$ cat src/rtl/uart_irq_pkg.sv
package uart_irq_pkg;
    localparam int unsigned NSRC   = 11;
    localparam int unsigned NLINES = 6;

    // Line indices of the interrupt output vector
    localparam int unsigned LN_ANY = 0;
    localparam int unsigned LN_RX  = 1;
    localparam int unsigned LN_TX  = 2;
    localparam int unsigned LN_RTO = 3;
    localparam int unsigned LN_MS  = 4;
    localparam int unsigned LN_ERR = 5;

    localparam logic [NSRC-1:0] GRP_ERR = 11'h780; // overrun, break, parity, framing
    localparam logic [NSRC-1:0] GRP_RTO = 11'h040;
    localparam logic [NSRC-1:0] GRP_TX  = 11'h020;
    localparam logic [NSRC-1:0] GRP_RX  = 11'h010;
    localparam logic [NSRC-1:0] GRP_MS  = 11'h00F; // DSR, DCD, CTS, ring
    localparam logic [NSRC-1:0] GRP_ANY = GRP_ERR | GRP_RTO | GRP_TX | GRP_RX | GRP_MS;

    typedef enum logic [1:0] {
        A_MASK   = 2'd0,
        A_RAW    = 2'd1,
        A_MASKED = 2'd2,
        A_CLEAR  = 2'd3
    } reg_addr_e;

    function automatic logic [NSRC-1:0] line_group(input int unsigned ln);
        case (ln)
            LN_ANY:  return GRP_ANY;
            LN_RX:   return GRP_RX;
            LN_TX:   return GRP_TX;
            LN_RTO:  return GRP_RTO;
            LN_MS:   return GRP_MS;
            default: return GRP_ERR;
        endcase
    endfunction
endpackage

$ cat src/rtl/uart_irq_status.sv
module uart_irq_status
    import uart_irq_pkg::*;
(
    input  logic            clk,
    input  logic            rst_n,
    input  logic [NSRC-1:0] set_i,
    input  logic            clr_en_i,
    input  logic [NSRC-1:0] clr_bits_i,
    output logic [NSRC-1:0] raw_d_o,
    output logic [NSRC-1:0] raw_q_o
);
    typedef struct packed {
        logic [NSRC-1:0] raw;
    } st_t;

    st_t st_d, st_q;

    always_comb begin
        st_d = st_q;
        if (clr_en_i) begin
            st_d.raw = st_d.raw & ~clr_bits_i;
        end
        st_d.raw = st_d.raw | set_i; // set takes priority over clear
    end

    always_ff @(posedge clk or negedge rst_n) begin
        if (!rst_n) st_q <= '0;
        else        st_q <= st_d;
    end

    assign raw_d_o = st_d.raw;
    assign raw_q_o = st_q.raw;

    // every pulsed bit is pending after the edge, whatever the clear said
    a_r4_set_wins: assert property (@(posedge clk) disable iff (!rst_n)
        (|set_i) |=> ((st_q.raw & $past(set_i)) == $past(set_i)));

    // cleared bits that were not set again in that cycle are gone
    a_r3_clear_takes: assert property (@(posedge clk) disable iff (!rst_n)
        clr_en_i |=> ((st_q.raw & $past(clr_bits_i & ~set_i)) == '0));

    // bits neither cleared nor set keep their value
    a_r3_others_kept: assert property (@(posedge clk) disable iff (!rst_n)
        1'b1 |=> ((st_q.raw & ~$past(set_i) & ~($past(clr_en_i) ? $past(clr_bits_i) : '0))
                  == ($past(st_q.raw) & ~$past(set_i) & ~($past(clr_en_i) ? $past(clr_bits_i) : '0))));
endmodule

$ cat src/rtl/uart_irq_mask.sv
module uart_irq_mask
    import uart_irq_pkg::*;
(
    input  logic            clk,
    input  logic            rst_n,
    input  logic            wr_i,
    input  logic [NSRC-1:0] wdata_i,
    output logic [NSRC-1:0] mask_d_o,
    output logic [NSRC-1:0] mask_q_o
);
    typedef struct packed {
        logic [NSRC-1:0] mask;
    } st_t;

    st_t st_d, st_q;

    always_comb begin
        st_d = st_q;
        if (wr_i) st_d.mask = wdata_i;
    end

    always_ff @(posedge clk or negedge rst_n) begin
        if (!rst_n) st_q <= '0;
        else        st_q <= st_d;
    end

    assign mask_d_o = st_d.mask;
    assign mask_q_o = st_q.mask;

    // a mask write lands after one edge
    a_r9_mask_written: assert property (@(posedge clk) disable iff (!rst_n)
        wr_i |=> (st_q.mask == $past(wdata_i)));

    // without a write the mask holds
    a_r11_mask_holds: assert property (@(posedge clk) disable iff (!rst_n)
        !wr_i |=> $stable(st_q.mask));
endmodule

$ cat src/rtl/uart_irq_lines.sv
module uart_irq_lines
    import uart_irq_pkg::*;
(
    input  logic              clk,
    input  logic              rst_n,
    input  logic [NSRC-1:0]   masked_d_i,
    output logic [NLINES-1:0] line_o
);
    typedef struct packed {
        logic [NLINES-1:0] line;
    } st_t;

    st_t st_d, st_q;
    logic [NLINES-1:0] line_next;

    for (genvar l = 0; l < NLINES; l++) begin : g_line
        assign line_next[l] = |(masked_d_i & line_group(l));
    end

    always_comb begin
        st_d      = st_q;
        st_d.line = line_next;
    end

    always_ff @(posedge clk or negedge rst_n) begin
        if (!rst_n) st_q <= '0;
        else        st_q <= st_d;
    end

    assign line_o = st_q.line;

    // combined line is high exactly when some grouped line is high
    a_r7_any_covers: assert property (@(posedge clk) disable iff (!rst_n)
        st_q.line[LN_ANY] == (|st_q.line[NLINES-1:1]));
endmodule

$ cat src/rtl/uart_irq_hub.sv
module uart_irq_hub
    import uart_irq_pkg::*;
#(
    parameter int unsigned DATA_W = 32,
    parameter int unsigned ADDR_W = 2
) (
    input  logic              clk,
    input  logic              rst_n,
    input  logic              reg_wr,
    input  logic [ADDR_W-1:0] reg_addr,
    input  logic [DATA_W-1:0] reg_wdata,
    output logic [DATA_W-1:0] reg_rdata,
    input  logic [NSRC-1:0]   src_set,
    output logic              irq_any,
    output logic              irq_rx,
    output logic              irq_tx,
    output logic              irq_timeout,
    output logic              irq_modem,
    output logic              irq_err
);
    localparam int unsigned PAD_W = DATA_W - NSRC;

    logic [NSRC-1:0]   raw_d, raw_q, mask_d, mask_q, masked_q;
    logic [NLINES-1:0] lines;
    logic              wr_mask, wr_clear;

    assign wr_mask  = reg_wr && (reg_addr == A_MASK);
    assign wr_clear = reg_wr && (reg_addr == A_CLEAR);

    uart_irq_status u_status (
        .clk        (clk),
        .rst_n      (rst_n),
        .set_i      (src_set),
        .clr_en_i   (wr_clear),
        .clr_bits_i (reg_wdata[NSRC-1:0]),
        .raw_d_o    (raw_d),
        .raw_q_o    (raw_q)
    );

    uart_irq_mask u_mask (
        .clk      (clk),
        .rst_n    (rst_n),
        .wr_i     (wr_mask),
        .wdata_i  (reg_wdata[NSRC-1:0]),
        .mask_d_o (mask_d),
        .mask_q_o (mask_q)
    );

    uart_irq_lines u_lines (
        .clk        (clk),
        .rst_n      (rst_n),
        .masked_d_i (raw_d & mask_d),
        .line_o     (lines)
    );

    assign masked_q = raw_q & mask_q;

    always_comb begin
        unique case (reg_addr)
            A_MASK:   reg_rdata = {{PAD_W{1'b0}}, mask_q};
            A_RAW:    reg_rdata = {{PAD_W{1'b0}}, raw_q};
            A_MASKED: reg_rdata = {{PAD_W{1'b0}}, masked_q};
            default:  reg_rdata = '0;
        endcase
    end

    assign irq_any     = lines[LN_ANY];
    assign irq_rx      = lines[LN_RX];
    assign irq_tx      = lines[LN_TX];
    assign irq_timeout = lines[LN_RTO];
    assign irq_modem   = lines[LN_MS];
    assign irq_err     = lines[LN_ERR];

    // registered lines agree with the registered state
    a_r5_err_group: assert property (@(posedge clk) disable iff (!rst_n)
        irq_err == |(raw_q & mask_q & GRP_ERR));
    a_r6_modem_group: assert property (@(posedge clk) disable iff (!rst_n)
        irq_modem == |(raw_q & mask_q & GRP_MS));
    a_r8_single_lines: assert property (@(posedge clk) disable iff (!rst_n)
        {irq_timeout, irq_tx, irq_rx} == {masked_q[6], masked_q[5], masked_q[4]});
    // upper read bits stay zero
    a_r11_upper_zero: assert property (@(posedge clk) disable iff (!rst_n)
        reg_rdata[DATA_W-1:NSRC] == '0);
endmodule

$ cat config.mk
export PLATFORM = sky130hd
export DESIGN_NAME = uart_irq_hub
export DESIGN_NICKNAME = d
export VERILOG_FILES = /design/src/rtl/uart_irq_pkg.sv /design/src/rtl/uart_irq_status.sv /design/src/rtl/uart_irq_mask.sv /design/src/rtl/uart_irq_lines.sv /design/src/rtl/uart_irq_hub.sv
export SDC_FILE = /design/constraint.sdc
export NUM_CORES = 1
export LEC_CHECK = 0
export ABC_AREA = 1
export BUFFER_PORTS_ARGS = -buffer_cell sky130_fd_sc_hd__clkbuf_2
export CAP_MARGIN = 10
export CORE_MARGIN = 2
export CORE_UTILIZATION = 44
export CTS_CLUSTER_SIZE = 8
export DETAILED_ROUTE_END_ITERATION = 10
export PLACE_DENSITY = 0.77
export SYNTH_ARGS = -nofsm -noshare
export SYNTH_HDL_FRONTEND = slang
export SYNTH_SLANG_ARGS = --single-unit
$ cat constraint.sdc
create_clock -name clk -period 1.1 [get_ports clk]
set_input_delay 0.165 -clock clk [delete_from_list [all_inputs] [get_ports clk]]
set_output_delay 0.165 -clock clk [all_outputs]
set_load 0.01 [all_outputs]
[Word level (Yosys, flattened, before mapping)]
Index checks and enable logic that the tools add are counted.
Cells by class
  shifts and indexed selects: 0
  mux-type cells: 3
  divide/modulo/power cells: 0
  $mul: 0
  add/sub/neg operators: 0
  $lt $le $gt $ge: 0
  bitwise logic cells: 5
  equal/unequal tests: 3
  reduce and logical (&&, ||, !) cells: 6
Operator list (number)
  $and 11x11->11: 3
  $pmux 11 s3: 1
  $mux 11: 2
  $not 11->11: 1
  $or 11x11->11: 1
  $reduce_or 11->1: 1
  $reduce_or 4->1: 2
  $eq 2x2->1 const B: 2
  $eq 2x1->1 const B: 1
  $logic_and 1x1->1: 2
  $logic_not 2->1: 1
Storage, ports and cells
  input bits: 48
  memories kept: 0
  register bits: 28
  RAM bits: 0
  memory bits (read-only): 0
  bits in latches: 0

[Longest topological paths before layout]
  word-level depth: 6
  depth in mapped cells: 9
  gate-level depth less buffers: 8

[Modules after synthesis]
From an unflattened synthesis, not the netlist that was laid out.
Second synthesis, totals
  cell total of the unflattened synthesis: 241
  area, all modules: 1641.6 um^2
By module, submodules not included
  uart_irq_hub: times used 1, area each 568.0 um^2, cells each 120
  uart_irq_status: times used 1, area each 451.7 um^2, cells each 56
  uart_irq_mask: times used 1, area each 421.7 um^2, cells each 47
  uart_irq_lines: times used 1, area each 200.2 um^2, cells each 18

[Worst setup path after synthesis]
OpenSTA, ideal clock, no wires.
  path type: input to register
  from: input reg_wr
  to: register u_lines.st_q, in the netlist u_lines.line_o[0]
  setup time: 0.126 ns
  path buffers: 2
  required time: 0.974 ns
  slack: -0.022 ns
  arrival: 0.996 ns
  cell stages on the path: 7
  cells stage by stage: buf_4 -> nand3_2 -> buf_6 -> o21ai_0 -> a21oi_1 -> nor2_1 -> nand3_1
On the way
  word-level cells in the longest chain between the ends: 5
RTL lines
  from (decl): line uart_irq_hub.sv:9  | input logic reg_wr,
  $logic_and 1x1->1: line uart_irq_hub.sv:28  | assign wr_clear = reg_wr && (reg_addr == A_CLEAR);
  $mux 11: line uart_irq_status.sv:20  | if (clr_en_i) begin
  $or 11x11->11: line uart_irq_status.sv:23  | st_d.raw = st_d.raw | set_i;
  $and 11x11->11 *: line uart_irq_hub.sv:52  | .masked_d_i (raw_d & mask_d),
  $reduce_or 11->1 *: line uart_irq_lines.sv:17  | assign line_next[l] = |(masked_d_i & line_group(l));
  net u_lines.line_next[0]: line uart_irq_lines.sv:14  | logic [NLINES-1:0] line_next;
  to (signal assigned): line uart_irq_lines.sv:27  | else st_q <= st_d;
  to (decl): line uart_irq_lines.sv:13  | st_t st_d, st_q;
The timed path passes the listed nets; every way through them passes the cells marked *.

[Worst setup path in the final report]
  from: register u_mask.st_q, in the netlist u_mask.mask_q_o[10]
  to: output reg_rdata[10]
On the way
  word-level cells in the longest chain between the ends: 2
RTL lines
  from (decl): line uart_irq_mask.sv:15  | st_t st_d, st_q;
  from (signal assigned): line uart_irq_mask.sv:24  | else st_q <= st_d;
  $and 11x11->11: line uart_irq_hub.sv:56  | assign masked_q = raw_q & mask_q;
  $pmux 11 s3 *: line uart_irq_hub.sv:59  | unique case (reg_addr)
  to (decl): line uart_irq_hub.sv:12  | output logic [DATA_W-1:0] reg_rdata,
Every way passes the cells marked *; elsewhere a longest branch is shown, timed or not.

==> qor.yml <==
path_common_cell: "inv_1"
drc: 0
drt-initial-drc-count: 58
swShare_pct: 30.0
ir_drop_mv: 0.686
crit_path_start_kind: "flip-flop"
outcome: "finished, violations left"
hold_violations: 0
synthMuxAreaShare_pct: 0
pwr-share-comb_pct: 27.8
htreeDepth: 1
synth-edff-count: 0
cts_buffer_depth: 2
yosys_register_bits: 28
ios: 86
die_width_um: 64.2
nNetsFinal: 328
die_y_um: 64.2
min_path_type: "in2reg"
synthTopCellsByCount: "nand2_1, inv_1, dfrtp_1, o21ai_0, buf_4"
p_int_mw: 1.81
pwr-share-seq_pct: 46.3
p_leak_nw: 1.23
synth-simple-area-share_pct: 21.4
async_flop_share_pct: 100
grt_overflow: 0
grt_pass1_wl_um: 5400
root_buffer: "clkbuf_4"
path_cells: "inv_1 -> o21ai_2 -> o21ai_1 -> inv_1 -> buf_2"
grt_max_degree: 29
synth_top_family_by_area: "buffers and inverters"
p_per_area_nw_per_um2: 1290
yosysUniqueCellTypes: 16
synth_warnings: 0
synth_adder_area_share_pct: 0
clk_latency_ns: 0.32
vias: 1421
post-synth-top-count-cell: "nand2_1"
synthFlopType: "dfrtp_1"
finalCritPeriodShare_pct: 116
crit_required_ns: 0.94
initial_core_util_pct: 46.7
wire_per_inst_um: 10.3
postSynthCellCount: 219
diodes: 0
io_buffers: 43
cts_tree: "built"
ys_top_cells_by_area: "dfrtp_1, nand2_1, inv_1"
violations: "negative setup slack"
cp_max_fo: 2
cap_violations: 0
slowest_delay_ns: 0.41
antenna_found_initial: 0
yosys.area.top_type_share_pct: 43.9
core_area_um2: 3420
slew_violations: 0
wirelength_um: 3360
numClockSinks: 28
drtAntennaViolNets: 0
synth_area_um2: 1600
die_area_um2: 4130
synth.yosys.seq_area_share_pct: 43.9
period_minus_slack_ns: 1.27
criticalPathCategory: "reg2out"
grt_util_all_layers_pct: 16.6
timing.fmax_mhz: 786
grt_pass1_vias: 1232
setup_slack_ns: -0.173
synthXorXnorAreaFrac_pct: 0
synth.avg_cell_area_um2: 7.29
rsz0062_at_grt: "true"
fin_skew_ns: 0.00164
synth_compound_gate_area_share_pct: 10.0
finish.utilization_pct: 58.8
placementRows: 21
cp_slowest_cell: "dfrtp_1"
yosys.area.top_type: "dfrtp_1"
gp_congestion: 0.778
synthToLayoutAreaGrowth_pct: 25.8
end_kind: "output port"
whs_ns: 0.0404
numCtsBuffers: 3
vias_per_cell: 4.37
place_hpwl_um: 2550
arrival_ns: 1.11
drive_gt1_share_pct: 31.5
pwr-share-clk_pct: 26.0
first_pass_iters: 4
setup_viol: 11
clkTransAtPathRegs_ns: 0.15
p_switching_mw: 0.773
state kept, by name, indices dropped and copies added (netlist names):
register and cells:
u_mask.mask_q_o 11, u_lines.line_o 6, u_status.raw_q_o 11
routing by layer:
layer / share of wire (%) / global-route usage [%] / up-vias
li1: - / - / 739
met1: 46 / 23.4 / 623
met2: 47 / 26.8 / 55
met3: 5.9 / 1.76 / 4
met4: 1.3 / 5.59 / 0
met5: 0 / 0 / -
stage by stage:
stage               area, um^2  instances  power, mW  setup TNS, ns  setup slack (ns)
global placement          1860        316       1.83         -0.674            -0.173
global route              2010        325       2.75          -2.78            -0.294
detailed placement        1860        316       1.84          -1.05            -0.253
finish                    2010        325       2.58          -1.62            -0.173
floorplan                 1680        239       1.63              0            0.0206
CTS                       1920        321       2.53          -1.96            -0.195
critical path, delay by kind of cell (launching register included):
family	cells	cell delay, ns
flip-flops	1	0.41
buffers and inverters	3	0.25
AO/OA/AOI/OAI	2	0.12
final timing paths:
kind / from / end / slack, ns / depth (start not counted)
max in group asynchronous: rst_n / u_status.raw_q_o[2]$_DFF_PN0_ / 0.50 / 3
setup reg to reg: u_mask.mask_q_o[0]$_DFF_PN0_ / u_lines.line_o[0]$_DFF_PN0_ / 0.02 / 7
setup / recovery: u_mask.mask_q_o[10]$_DFF_PN0_ / reg_rdata[10] / -0.17 / 5
min in group asynchronous: rst_n / u_status.raw_q_o[10]$_DFF_PN0_ / 0.35 / 3
hold reg to reg: u_mask.mask_q_o[7]$_DFF_PN0_ / u_mask.mask_q_o[7]$_DFF_PN0_ / 0.52 / 2
hold / removal: src_set[5] / u_status.raw_q_o[5]$_DFF_PN0_ / 0.04 / 3
power by group through the flow:
| stage | clock network [mW] | logic (mW) | registers, mW |
|---|---|---|---|
| global route | 0.733 | 0.812 | 1.21 |
| CTS | 0.685 | 0.647 | 1.19 |
| finish | 0.671 | 0.717 | 1.19 |
| floorplan | 0 | 0.411 | 1.22 |
| global placement | 0 | 0.621 | 1.21 |
| detailed placement | 0 | 0.629 | 1.21 |
cells by family (layout without fill, tap and decap cells):
| group | count (synthesis) | count (layout) |
|---|---|---|
| and+or+nand+nor | 80 | 80 |
| buffers and inverters | 78 | 118 |
| AOI/OAI and AO/OA | 32 | 32 |
| DFF | 28 | 28 |
| other | 1 | 21 |
area by class of cell:
cell class | instances | area, um^2
flip-flops and latches | 28 | 701
clock buffers | 3 | 22.5
repair buffers | 63 | 372
inverters | 51 | 191
multi-input cells | 133 | 634
clock inverters | 1 | 30.0
well taps | 46 | 57.6
fillers | 329 | 1410
timing repair:
item | in CTS | in global routing
hold endpoints to repair | 28 | 0
endpoints found under the setup margin | 11 | 15
hold buffers | 1 | 0
pin swaps | 0 | 10
resized for setup | 18 | 33
buffers inserted | 0 | 4
cell usage in the layout (no fill, tap or decap):
master | netlist | final
clkbuf_4 | 0 | 3
nor2_2 | 1 | 2
nand2_4 | 1 | 1
a21oi_1 | 1 | 1
buf_4 | 22 | 18
nand3_2 | 1 | 5
nand3_1 | 14 | 10
nand2_1 | 53 | 48
inv_1 | 51 | 48
o21ai_0 | 27 | 4
buf_6 | 2 | 1
conb_1 | 1 | 21
o21ai_2 | 0 | 5
nor2_4 | 1 | 1
inv_2 | 0 | 3
nand2_2 | 0 | 5
nor2_1 | 9 | 8
dlygate4sd3_1 | 0 | 1
clkbuf_2 | 0 | 33
dfrtp_1 | 28 | 28
o21ai_1 | 4 | 22
bufinv_16 | 0 | 1
buf_2 | 0 | 10
Note: power is estimated with default switching activity, not from simulation.
